File: config.mk
export PLATFORM = sky130hd
export DESIGN_NAME = msi_coherence_ctrl
export DESIGN_NICKNAME = d
export VERILOG_FILES = /design/src/rtl/msi_pkg.sv /design/src/rtl/msi_line_store.sv /design/src/rtl/msi_snoop_ctrl.sv /design/src/rtl/msi_cpu_fsm.sv /design/src/rtl/msi_coherence_ctrl.sv
export SDC_FILE = /design/constraint.sdc
export NUM_CORES = 1
export LEC_CHECK = 0
export ABC_AREA = 1
export CAP_MARGIN = 5
export CORE_MARGIN = 4
export CORE_UTILIZATION = 45
export DETAILED_ROUTE_END_ITERATION = 6
export DONT_BUFFER_PORTS = 1
export GPL_TIMING_DRIVEN = 0
export PLACE_DENSITY_LB_ADDON = 0.25
export SYNTH_ARGS = -nofsm -noshare
export SYNTH_HDL_FRONTEND = slang
export SYNTH_HIERARCHICAL = 1
export SYNTH_SLANG_ARGS = --single-unit
File: constraint.sdc
create_clock -name clk -period 3.2 [get_ports clk]
set_input_delay 0.32 -clock clk [delete_from_list [all_inputs] [get_ports clk]]
set_output_delay 0.32 -clock clk [all_outputs]
set_load 0.02 [all_outputs]
File: src/rtl/msi_pkg.sv
package msi_pkg;

    typedef enum logic [1:0] {
        LINE_I = 2'd0,
        LINE_S = 2'd1,
        LINE_E = 2'd2
    } line_state_e;

    typedef enum logic [1:0] {
        OP_NONE   = 2'd0,
        OP_RDMISS = 2'd1,
        OP_WRMISS = 2'd2,
        OP_INVAL  = 2'd3
    } bus_op_e;

    typedef enum logic [1:0] {
        C_IDLE   = 2'd0,
        C_WRBACK = 2'd1,
        C_BUSREQ = 2'd2
    } cpu_fsm_e;

endpackage

File: src/rtl/msi_line_store.sv
module msi_line_store
    import msi_pkg::*;
#(
    parameter int NUM_LINES = 16,
    parameter int TAG_W     = 8,
    localparam int IDX_W    = $clog2(NUM_LINES)
) (
    input  logic              clk,
    input  logic              rst_n,
    input  logic [IDX_W-1:0]  cpu_idx,
    output logic [TAG_W-1:0]  cpu_tag_o,
    output line_state_e       cpu_state_o,
    input  logic [IDX_W-1:0]  snp_idx,
    output logic [TAG_W-1:0]  snp_tag_o,
    output line_state_e       snp_state_o,
    input  logic              snp_we,
    input  line_state_e       snp_state_i,
    input  logic              cpu_we,
    input  logic [IDX_W-1:0]  cpu_wr_idx,
    input  logic [TAG_W-1:0]  cpu_wr_tag,
    input  line_state_e       cpu_wr_state
);

    logic [TAG_W-1:0] tag_q   [NUM_LINES];
    line_state_e      state_q [NUM_LINES];

    assign cpu_tag_o   = tag_q[cpu_idx];
    assign cpu_state_o = state_q[cpu_idx];
    assign snp_tag_o   = tag_q[snp_idx];
    assign snp_state_o = state_q[snp_idx];

    // Snoop writes win over processor writes on the same line.
    always_ff @(posedge clk) begin
        for (int i = 0; i < NUM_LINES; i++) begin
            if (!rst_n) begin
                state_q[i] <= LINE_I;
                tag_q[i]   <= '0;
            end else if (snp_we && (snp_idx == IDX_W'(i))) begin
                state_q[i] <= snp_state_i;
            end else if (cpu_we && (cpu_wr_idx == IDX_W'(i))) begin
                state_q[i] <= cpu_wr_state;
                tag_q[i]   <= cpu_wr_tag;
            end
        end
    end

    // the processor machine stalls on snoop cycles, so the two writers never collide
    a_r9_single_writer: assert property (@(posedge clk) disable iff (!rst_n)
        !(snp_we && cpu_we));

endmodule

File: src/rtl/msi_snoop_ctrl.sv
module msi_snoop_ctrl
    import msi_pkg::*;
#(
    parameter int ADDR_W = 12,
    parameter int TAG_W  = 8
) (
    input  logic              clk,
    input  logic              rst_n,
    input  logic              snoop_valid,
    input  bus_op_e           snoop_op,
    input  logic [ADDR_W-1:0] snoop_addr,
    input  logic [TAG_W-1:0]  line_tag,
    input  line_state_e       line_state,
    output logic              wr_en,
    output line_state_e       wr_state,
    output logic              supply_valid,
    output logic [ADDR_W-1:0] supply_addr
);

    logic match;
    logic supply_d;

    assign match = snoop_valid && (line_state != LINE_I)
                   && (line_tag == snoop_addr[ADDR_W-1:ADDR_W-TAG_W]);

    always_comb begin
        wr_en    = 1'b0;
        wr_state = line_state;
        supply_d = 1'b0;
        unique case (snoop_op)
            OP_RDMISS: begin
                if (match && line_state == LINE_E) begin
                    wr_en    = 1'b1;
                    wr_state = LINE_S;
                    supply_d = 1'b1;
                end
            end
            OP_WRMISS, OP_INVAL: begin
                if (match) begin
                    wr_en    = 1'b1;
                    wr_state = LINE_I;
                    supply_d = (line_state == LINE_E);
                end
            end
            default: ;
        endcase
    end

    always_ff @(posedge clk) begin
        if (!rst_n) begin
            supply_valid <= 1'b0;
            supply_addr  <= '0;
        end else begin
            supply_valid <= supply_d;
            supply_addr  <= snoop_addr;
        end
    end

    // a supply response only ever follows a snooped transaction
    a_r6_supply_after_snoop: assert property (@(posedge clk) disable iff (!rst_n)
        supply_valid |-> $past(snoop_valid));

endmodule

File: src/rtl/msi_cpu_fsm.sv
module msi_cpu_fsm
    import msi_pkg::*;
#(
    parameter int ADDR_W = 12,
    parameter int TAG_W  = 8,
    localparam int IDX_W = ADDR_W - TAG_W
) (
    input  logic              clk,
    input  logic              rst_n,
    input  logic              snoop_valid,
    input  logic              cpu_req_valid,
    input  logic              cpu_req_write,
    input  logic [ADDR_W-1:0] cpu_req_addr,
    input  logic [TAG_W-1:0]  look_tag,
    input  line_state_e       look_state,
    input  logic              bus_grant,
    input  logic              wb_ack,
    output logic              cpu_ready,
    output logic              cpu_done,
    output logic              cpu_hit,
    output logic              bus_req_valid,
    output bus_op_e           bus_req_op,
    output logic [ADDR_W-1:0] bus_req_addr,
    output logic              wb_req_valid,
    output logic [ADDR_W-1:0] wb_req_addr,
    output logic              wr_en,
    output logic [IDX_W-1:0]  wr_idx,
    output logic [TAG_W-1:0]  wr_tag,
    output line_state_e       wr_state
);

    cpu_fsm_e          state_q, state_d;
    logic [ADDR_W-1:0] addr_q;
    logic              write_q;
    logic [TAG_W-1:0]  victim_q;

    logic [TAG_W-1:0] req_tag;
    logic             accept, tag_eq, hit, victim_dirty;
    logic             wb_done, bus_done;

    assign req_tag      = cpu_req_addr[ADDR_W-1:IDX_W];
    assign tag_eq       = (look_tag == req_tag);
    assign hit          = tag_eq && (cpu_req_write ? (look_state == LINE_E)
                                                   : (look_state != LINE_I));
    assign victim_dirty = (look_state == LINE_E) && !tag_eq;
    assign accept       = cpu_req_valid && cpu_ready;
    assign wb_done      = (state_q == C_WRBACK) && wb_ack && !snoop_valid;
    assign bus_done     = (state_q == C_BUSREQ) && bus_grant && !snoop_valid;

    // Next state
    always_comb begin
        state_d = state_q;
        unique case (state_q)
            C_IDLE:   if (accept && !hit) state_d = victim_dirty ? C_WRBACK : C_BUSREQ;
            C_WRBACK: if (wb_done)        state_d = C_BUSREQ;
            C_BUSREQ: if (bus_done)       state_d = C_IDLE;
            default:                      state_d = C_IDLE;
        endcase
    end

    // State register and captured request
    always_ff @(posedge clk) begin
        if (!rst_n) begin
            state_q  <= C_IDLE;
            addr_q   <= '0;
            write_q  <= 1'b0;
            victim_q <= '0;
        end else begin
            state_q <= state_d;
            if (accept) begin
                addr_q   <= cpu_req_addr;
                write_q  <= cpu_req_write;
                victim_q <= look_tag;
            end
        end
    end

    // Outputs
    always_comb begin
        cpu_ready     = (state_q == C_IDLE) && !snoop_valid;
        bus_req_valid = (state_q == C_BUSREQ);
        bus_req_op    = write_q ? OP_WRMISS : OP_RDMISS;
        bus_req_addr  = addr_q;
        wb_req_valid  = (state_q == C_WRBACK);
        wb_req_addr   = {victim_q, addr_q[IDX_W-1:0]};
        wr_en         = wb_done || bus_done;
        wr_idx        = addr_q[IDX_W-1:0];
        wr_tag        = wb_done ? victim_q : addr_q[ADDR_W-1:IDX_W];
        wr_state      = wb_done ? LINE_I : (write_q ? LINE_E : LINE_S);
    end

    always_ff @(posedge clk) begin
        if (!rst_n) begin
            cpu_done <= 1'b0;
            cpu_hit  <= 1'b0;
        end else begin
            cpu_done <= (accept && hit) || bus_done;
            cpu_hit  <= accept && hit;
        end
    end

    // a pending miss request stays put until granted
    a_r10_bus_hold: assert property (@(posedge clk) disable iff (!rst_n)
        bus_req_valid && (!bus_grant || snoop_valid)
        |=> bus_req_valid && $stable(bus_req_addr) && $stable(bus_req_op));

    // a pending write-back stays put until acknowledged
    a_r10_wb_hold: assert property (@(posedge clk) disable iff (!rst_n)
        wb_req_valid && (!wb_ack || snoop_valid)
        |=> wb_req_valid && $stable(wb_req_addr));

    // no refill request while a victim write-back is still unacknowledged
    a_r5_wb_first: assert property (@(posedge clk) disable iff (!rst_n)
        wb_req_valid && !wb_ack |=> !bus_req_valid);

    // a snoop cycle never completes a processor access
    a_r9_snoop_stall: assert property (@(posedge clk) disable iff (!rst_n)
        snoop_valid |=> !cpu_done);

    // a hit completes with nothing outstanding on the bus
    a_r3_hit_local: assert property (@(posedge clk) disable iff (!rst_n)
        cpu_done && cpu_hit |-> !bus_req_valid && !wb_req_valid);

endmodule

File: src/rtl/msi_coherence_ctrl.sv
module msi_coherence_ctrl
    import msi_pkg::*;
#(
    parameter int NUM_LINES = 16,
    parameter int ADDR_W    = 12
) (
    input  logic              clk,
    input  logic              rst_n,
    input  logic              cpu_req_valid,
    input  logic              cpu_req_write,
    input  logic [ADDR_W-1:0] cpu_req_addr,
    output logic              cpu_ready,
    output logic              cpu_done,
    output logic              cpu_hit,
    output logic              bus_req_valid,
    output logic [1:0]        bus_req_op,
    output logic [ADDR_W-1:0] bus_req_addr,
    input  logic              bus_grant,
    output logic              wb_req_valid,
    output logic [ADDR_W-1:0] wb_req_addr,
    input  logic              wb_ack,
    input  logic              snoop_valid,
    input  logic [1:0]        snoop_op,
    input  logic [ADDR_W-1:0] snoop_addr,
    output logic              supply_valid,
    output logic [ADDR_W-1:0] supply_addr
);

    localparam int IDX_W = $clog2(NUM_LINES);
    localparam int TAG_W = ADDR_W - IDX_W;

    logic [TAG_W-1:0] look_tag, snp_tag, cpu_wr_tag;
    line_state_e      look_state, snp_state, snp_wr_state, cpu_wr_state;
    logic             snp_we, cpu_we;
    logic [IDX_W-1:0] cpu_wr_idx;
    bus_op_e          req_op;

    assign bus_req_op = req_op;

    msi_line_store #(.NUM_LINES(NUM_LINES), .TAG_W(TAG_W)) u_store (
        .clk          (clk),
        .rst_n        (rst_n),
        .cpu_idx      (cpu_req_addr[IDX_W-1:0]),
        .cpu_tag_o    (look_tag),
        .cpu_state_o  (look_state),
        .snp_idx      (snoop_addr[IDX_W-1:0]),
        .snp_tag_o    (snp_tag),
        .snp_state_o  (snp_state),
        .snp_we       (snp_we),
        .snp_state_i  (snp_wr_state),
        .cpu_we       (cpu_we),
        .cpu_wr_idx   (cpu_wr_idx),
        .cpu_wr_tag   (cpu_wr_tag),
        .cpu_wr_state (cpu_wr_state)
    );

    msi_snoop_ctrl #(.ADDR_W(ADDR_W), .TAG_W(TAG_W)) u_snoop (
        .clk          (clk),
        .rst_n        (rst_n),
        .snoop_valid  (snoop_valid),
        .snoop_op     (bus_op_e'(snoop_op)),
        .snoop_addr   (snoop_addr),
        .line_tag     (snp_tag),
        .line_state   (snp_state),
        .wr_en        (snp_we),
        .wr_state     (snp_wr_state),
        .supply_valid (supply_valid),
        .supply_addr  (supply_addr)
    );

    msi_cpu_fsm #(.ADDR_W(ADDR_W), .TAG_W(TAG_W)) u_fsm (
        .clk           (clk),
        .rst_n         (rst_n),
        .snoop_valid   (snoop_valid),
        .cpu_req_valid (cpu_req_valid),
        .cpu_req_write (cpu_req_write),
        .cpu_req_addr  (cpu_req_addr),
        .look_tag      (look_tag),
        .look_state    (look_state),
        .bus_grant     (bus_grant),
        .wb_ack        (wb_ack),
        .cpu_ready     (cpu_ready),
        .cpu_done      (cpu_done),
        .cpu_hit       (cpu_hit),
        .bus_req_valid (bus_req_valid),
        .bus_req_op    (req_op),
        .bus_req_addr  (bus_req_addr),
        .wb_req_valid  (wb_req_valid),
        .wb_req_addr   (wb_req_addr),
        .wr_en         (cpu_we),
        .wr_idx        (cpu_wr_idx),
        .wr_tag        (cpu_wr_tag),
        .wr_state      (cpu_wr_state)
    );

    // never a miss request and a write-back at once
    a_r10_exclusive_req: assert property (@(posedge clk) disable iff (!rst_n)
        $onehot0({bus_req_valid, wb_req_valid}));

endmodule

# After elaboration in Yosys (flattened, before gate mapping)
# Memories as Yosys holds them, arrays and structs flattened.
# Cells that the tools add are included.
[word_totals]
ff_bits = 38
ram_bits = 160
output_inout_bits = 44
wordCells = 335
n_memories = 2
[op_classes]
n_eq_ne = 42
mux = 178
bitwise = 48
n_reduce_logical = 57
[mem_list]
columns = ["memory", "words", "width", "rd", "rd_ports_with_merged_regs", "wr", "line_no", "text"]
rows = [
  ["u_store.tag_q", 16, 8, 2, 0, 16, "msi_line_store.sv:24", "logic [TAG_W-1:0] tag_q [NUM_LINES];"],
  ["u_store.state_q", 16, 2, 2, 0, 16, "msi_line_store.sv:25", "line_state_e state_q [NUM_LINES];"],
]
[ops]
columns = ["operator", "count"]
rows = [
  ["$mux W8", 17],
  ["$mux W1", 117],
  ["$mux W2", 40],
  ["$eq A4 B4 Y1 const B", 16],
  ["$or A1 B1 Y1", 48],
  ["$logic_and A1 B1 Y1", 45],
  ["$eq A4 B3 Y1 const B", 8],
  ["$eq A4 B2 Y1 const B", 4],
  ["$eq A8 B8 Y1", 2],
  ["$eq A2 B2 Y1 const B", 5],
  ["$eq A4 B1 Y1 const B", 2],
  ["$logic_not A4 Y1", 2],
  ["$ne A2 B1 Y1 const B", 3],
  ["$pmux W2 S3", 1],
  ["$eq A2 B1 Y1 const B", 2],
  ["$pmux W1 S2", 2],
  ["$pmux W2 S2", 1],
  ["$reduce_bool A2 Y1", 2],
  ["$logic_not A1 Y1", 3],
  ["$reduce_and A3 Y1", 1],
  ["$logic_not A2 Y1", 1],
  ["$logic_or A1 B1 Y1", 2],
  ["$reduce_or A2 Y1", 1],
]

# Longest topological paths before layout
# An unclocked memory read counts as a cell.
[logic_depth]
depth_word = 13
ltp_mapped = 24
ltp_nobuf = 23

# Cells and area by module
# Netlist, hierarchy kept.
[modules_own_cells]
columns = ["mod", "instances", "cells_each", "area_each_um2"]
rows = [
  ["msi_line_store", 1, 1469, 10292.4],
  ["msi_cpu_fsm", 1, 190, 1285.0],
  ["msi_snoop_ctrl", 1, 106, 674.4],
]

# Worst setup path before layout
# Ideal clock, no wire load.
[synth_timing]
path_type = "input to register"
from = "input port snoop_addr[1]"
to = "memory u_store.tag_q[15][0] (enable)"
t_arrival_ns = 2.560
setup_slack_ns = 0.256
stages = 21
path_buffers = 2
cell_sequence = "buf_2 -> inv_2 -> clkbuf_1 -> nand2_1 -> nand2_1 -> nand2_1 -> nand2_1 -> inv_1 -> nand2_1 -> inv_1 -> o21ai_1 -> nor2_1 -> nand3_2 -> nor2_2 -> nand3_1 -> nand2_1 -> nand3_1 -> inv_1 -> nand2_1 -> inv_1 -> o21ai_0"
[synth_lines]
columns = ["item", "line_no", "text"]
rows = [
  ["start, declared", "msi_coherence_ctrl.sv:24", "input logic [ADDR_W-1:0] snoop_addr,"],
  ["end, declared", "msi_line_store.sv:24", ""],
]

==> flow_summary_export.csv <==
group,metric,value,unit
routing,drt_wl_total,45300,µm
cts,cts_tree,"built",
pwr,power.density,481,nW/µm²
synth,ys_seq_area_frac,0.454,
global_routing,grt_usage,0.294,
pwr,peakVddDrop,252,µV
synth,synthTopCellsByArea,"edfxtp_1 (39%), nand2_1 (23%), nand3_1 (6.6%)",
worst_setup_path,crit_start,"u_store/tag_q[6][1]",
synth,syn-cell-area,12300,µm²
floorplan,die_area,29900,µm²
synth,synthFlopType,"edfxtp_1",
synth,synthTopCellsByCount,"nand2_1 (755), inv_1 (199), nor2_1 (187), nand3_1 (161), edfxtp_1 (160)",
worst_setup_path,crit_end,"u_store/tag_q[5][4]",
routing,avgRoutedWirePerCell,21.0,µm
layout,antenna_cells,0,
routing,drc,14,
worst_setup_path,worst_path_largest_cell_delay,400,ps
sta,setup_viol,0,
routing,vias_per_cell,5.57,
floorplan,die_w,173,µm
sta,fmax,332,MHz
worst_setup_path,cp-end-kind,"flop",
cts,cts_max_path_buffers,2,
worst_setup_path,cp_common_cell,"nand2_1",
sta,finClkSkew,20.6,ps
hold_path,hp-class,"in -> reg",
worst_setup_path,reg2reg_depth,21,
synth,syn_nets,1798,
global_routing,grt_pass1_wl,66000,µm
synth,synth.most_common_cell,"nand2_1",
sta,fin_crit,3010,ps
synth,synth_edf_count,160,
synth,yosysTopAreaCell,"edfxtp_1",
layout,area_delta_synth_final,11.0,%
worst_setup_path,start_kind,"flop",
sta,fin_crit_sh,0.941,
cts,cts-buffers-inserted,17,
global_routing,gr-total-overflow,0,
routing,ant_nets,0,
sta,slew_headroom,0.285,
floorplan,die_height,173,µm
routing,first_pass_iters,7,
worst_setup_path,arrival,3150,ps
worst_setup_path,path_cells,"nand2_1 -> nand2_1 -> nand2_1 -> nand2_1 -> nand2_1 -> nand2_1 -> inv_1 -> nand2_1 -> inv_1 -> nand2_1 -> o21ai_0 -> nor2_1 -> nand3_2 -> nor3_2 -> inv_1 -> nand2_2 -> inv_1 -> nor2_4 -> nand2_1 -> nand2_1 -> nand2_2",
synth,synth_top_area_frac,0.392,
layout,final_cell_area,13600,µm²
cts,cts.sinks,198,
routing,drt_iter0_drc,1891,
worst_setup_path,path_class,"reg -> reg",
synth,async_flop_share,0,
worst_setup_path,reg2reg_slack,190,ps
placed_design,hpwlAfterDp,33700,µm
cts,root_buffer,"clkbuf_16",
floorplan,start_util,0.456,
sta,final_hold_viol_count,0,
placed_design,gp_congestion,1.01,
synth,synth.distinct_cells,32,
placed_design,placed_area,12700,µm²
synth,synth_seq_cells,198,
sta,tightest_slew,1070,ps
worst_setup_path,cp_slowest_cell,"edfxtp_1",
floorplan,ios,77,
pwr,leakagePower,6.29,nW
sta,fin_setup_tns,0,ps
layout,final_layout_size_suffix_gt1_frac,0.0913,
synth,synthCells,1765,
layout,nets,1838,
cts,clk_pin_slew,90,ps
cts,worstSkewPairLatency,450,ps
worst_setup_path,reg2reg_to,"u_store/tag_q[5][4]",
worst_setup_path,cp_max_fo,8,
routing,vias,12000,
status,status,"finished with violations",
synth,synth.avg_cell_area,6.94,µm²
cts,htreeDepth,4,
global_routing,grt_antenna_before_repair,0,
global_routing,grt_max_degree,21,
placed_design,io_buffer_count,0,
floorplan,coreArea,26900,µm²
floorplan,row_count,60,
run,drv_cap,0,
status,violations,"DRC",
worst_setup_path,r2r_start,"u_store/tag_q[6][1]",
global_routing,grt_pass1_vias,10700,
synth,yosysWarnings,6,
worst_setup_path,required,3340,ps
sta,whs,9.62,ps
sta,final_max_slew_viol_count,0,
-- metal layers --
metal  track usage  share of wire
met5             0              0
met4         0.112          0.040
met3        0.0623           0.13
met2         0.434           0.42
met1         0.425           0.41
-- logic make-up (layout without fill, tap and decap cells) --
group	Yosys count	count (layout)	synth area share
and+or+nand+nor	1166	1166	0.398
buffers and inverters	305	358	0.104
DFF	198	198	0.454
AOI/OAI and AO/OA	86	86	0.0364
xor gates and xnor gates	10	10	0.00715
-- power by group --
part	internal (mW)	switching (mW)	total (mW)
sequential	2.91	0.152	3.06
combinational	0.328	0.970	1.30
clock	1.09	1.10	2.19
total	4.33	2.22	6.55
-- worst max-delay path, delay by kind of cell, from the launching register on --
family                 cells  cell delay (ps)
DFF                        1              400
AOI/OAI and AO/OA          1               70
buffers and inverters      4              290
and+or+nand+nor           16             1940
-- registers in the layout, indices dropped and copies added, names as in the netlist --
signal                count
u_store/tag_q           128
u_store/state_q          32
u_fsm/bus_req_addr       12
u_snoop/supply_addr      12
u_fsm/victim_q            8
u_fsm/state_q             2
u_fsm/cpu_done            1
u_fsm/cpu_hit             1
u_fsm/write_q             1
u_snoop/supply_valid      1
-- layout by cell type (no fill, tap or decap), types with 2 or more instances in the layout --
cell,n
inv_6,6
clkinvlp_4,2
buf_2,33
nand3_2,8
dlygate4sd3_1,18
o21ai_0,46
clkinv_4,2
nand4_2,2
or2_1,11
inv_1,199
edfxtp_1,160
a21oi_1,25
buf_1,6
nand3_1,161
nand2_1,740
nand4_4,2
buf_4,24
inv_2,6
o21ai_2,2
nand2_2,17
o22ai_1,12
nor2_2,5
clkbuf_16,18
clkinv_1,3
nand3_4,7
or2_2,9
clkinv_8,3
nor2_1,185
nand2_4,3
xor2_1,2
inv_8,2
dfxtp_1,38
xnor2_1,8
nand4_1,7
clkbuf_2,5
nor2_4,7
clkbuf_1,29
-- what timing repair did --
action                                  in CTS  in global routing
endpoints found under the setup margin      72                232
resized for setup                            6                 32
buffers inserted                             0                  3
hold buffers                                18                  0
hold endpoints to repair                    15                  0
cloned                                       0                  0
pin swaps                                    0                  2
-- worst min-delay path by stage --
stage          cells after the start             from                      end
6_report                           2  cpu_req_addr[7]    u_fsm/bus_req_addr[7]
3_3_place_gp                       2    snoop_addr[4]   u_snoop/supply_addr[4]
4_1_cts                            2  cpu_req_addr[7]    u_fsm/bus_req_addr[7]
2_1_floorplan                      2   snoop_addr[10]  u_snoop/supply_addr[10]
5_1_grt                            2            rst_n    u_fsm/bus_req_addr[4]
3_5_place_dp                       2   snoop_addr[10]  u_snoop/supply_addr[10]
-- cell type report --
type                       count  area [µm²]
multi-input combinational   1262        5530
inverter                     209         790
timing repair buffer          21         203
clock inverter                14         148
fill                        2611       13300
clock buffer                  18         450
sequential                   198        5570
buffer                        96         498
tap                          341         427
-- stage by stage --
stage / util / setup slack (ps) / total power [mW] / cells
floorplan: - / 256 / 3.90 / 1765
global placement: 0.472 / -829 / 4.33 / 2106
detailed placement: 0.472 / -862 / 4.34 / 2106
CTS: 0.501 / 19.6 / 6.52 / 2156
global route: 0.506 / -43.5 / 6.81 / 2159
finish: 0.506 / 189 / 6.55 / 2159
(Power assumes the default switching activity.)
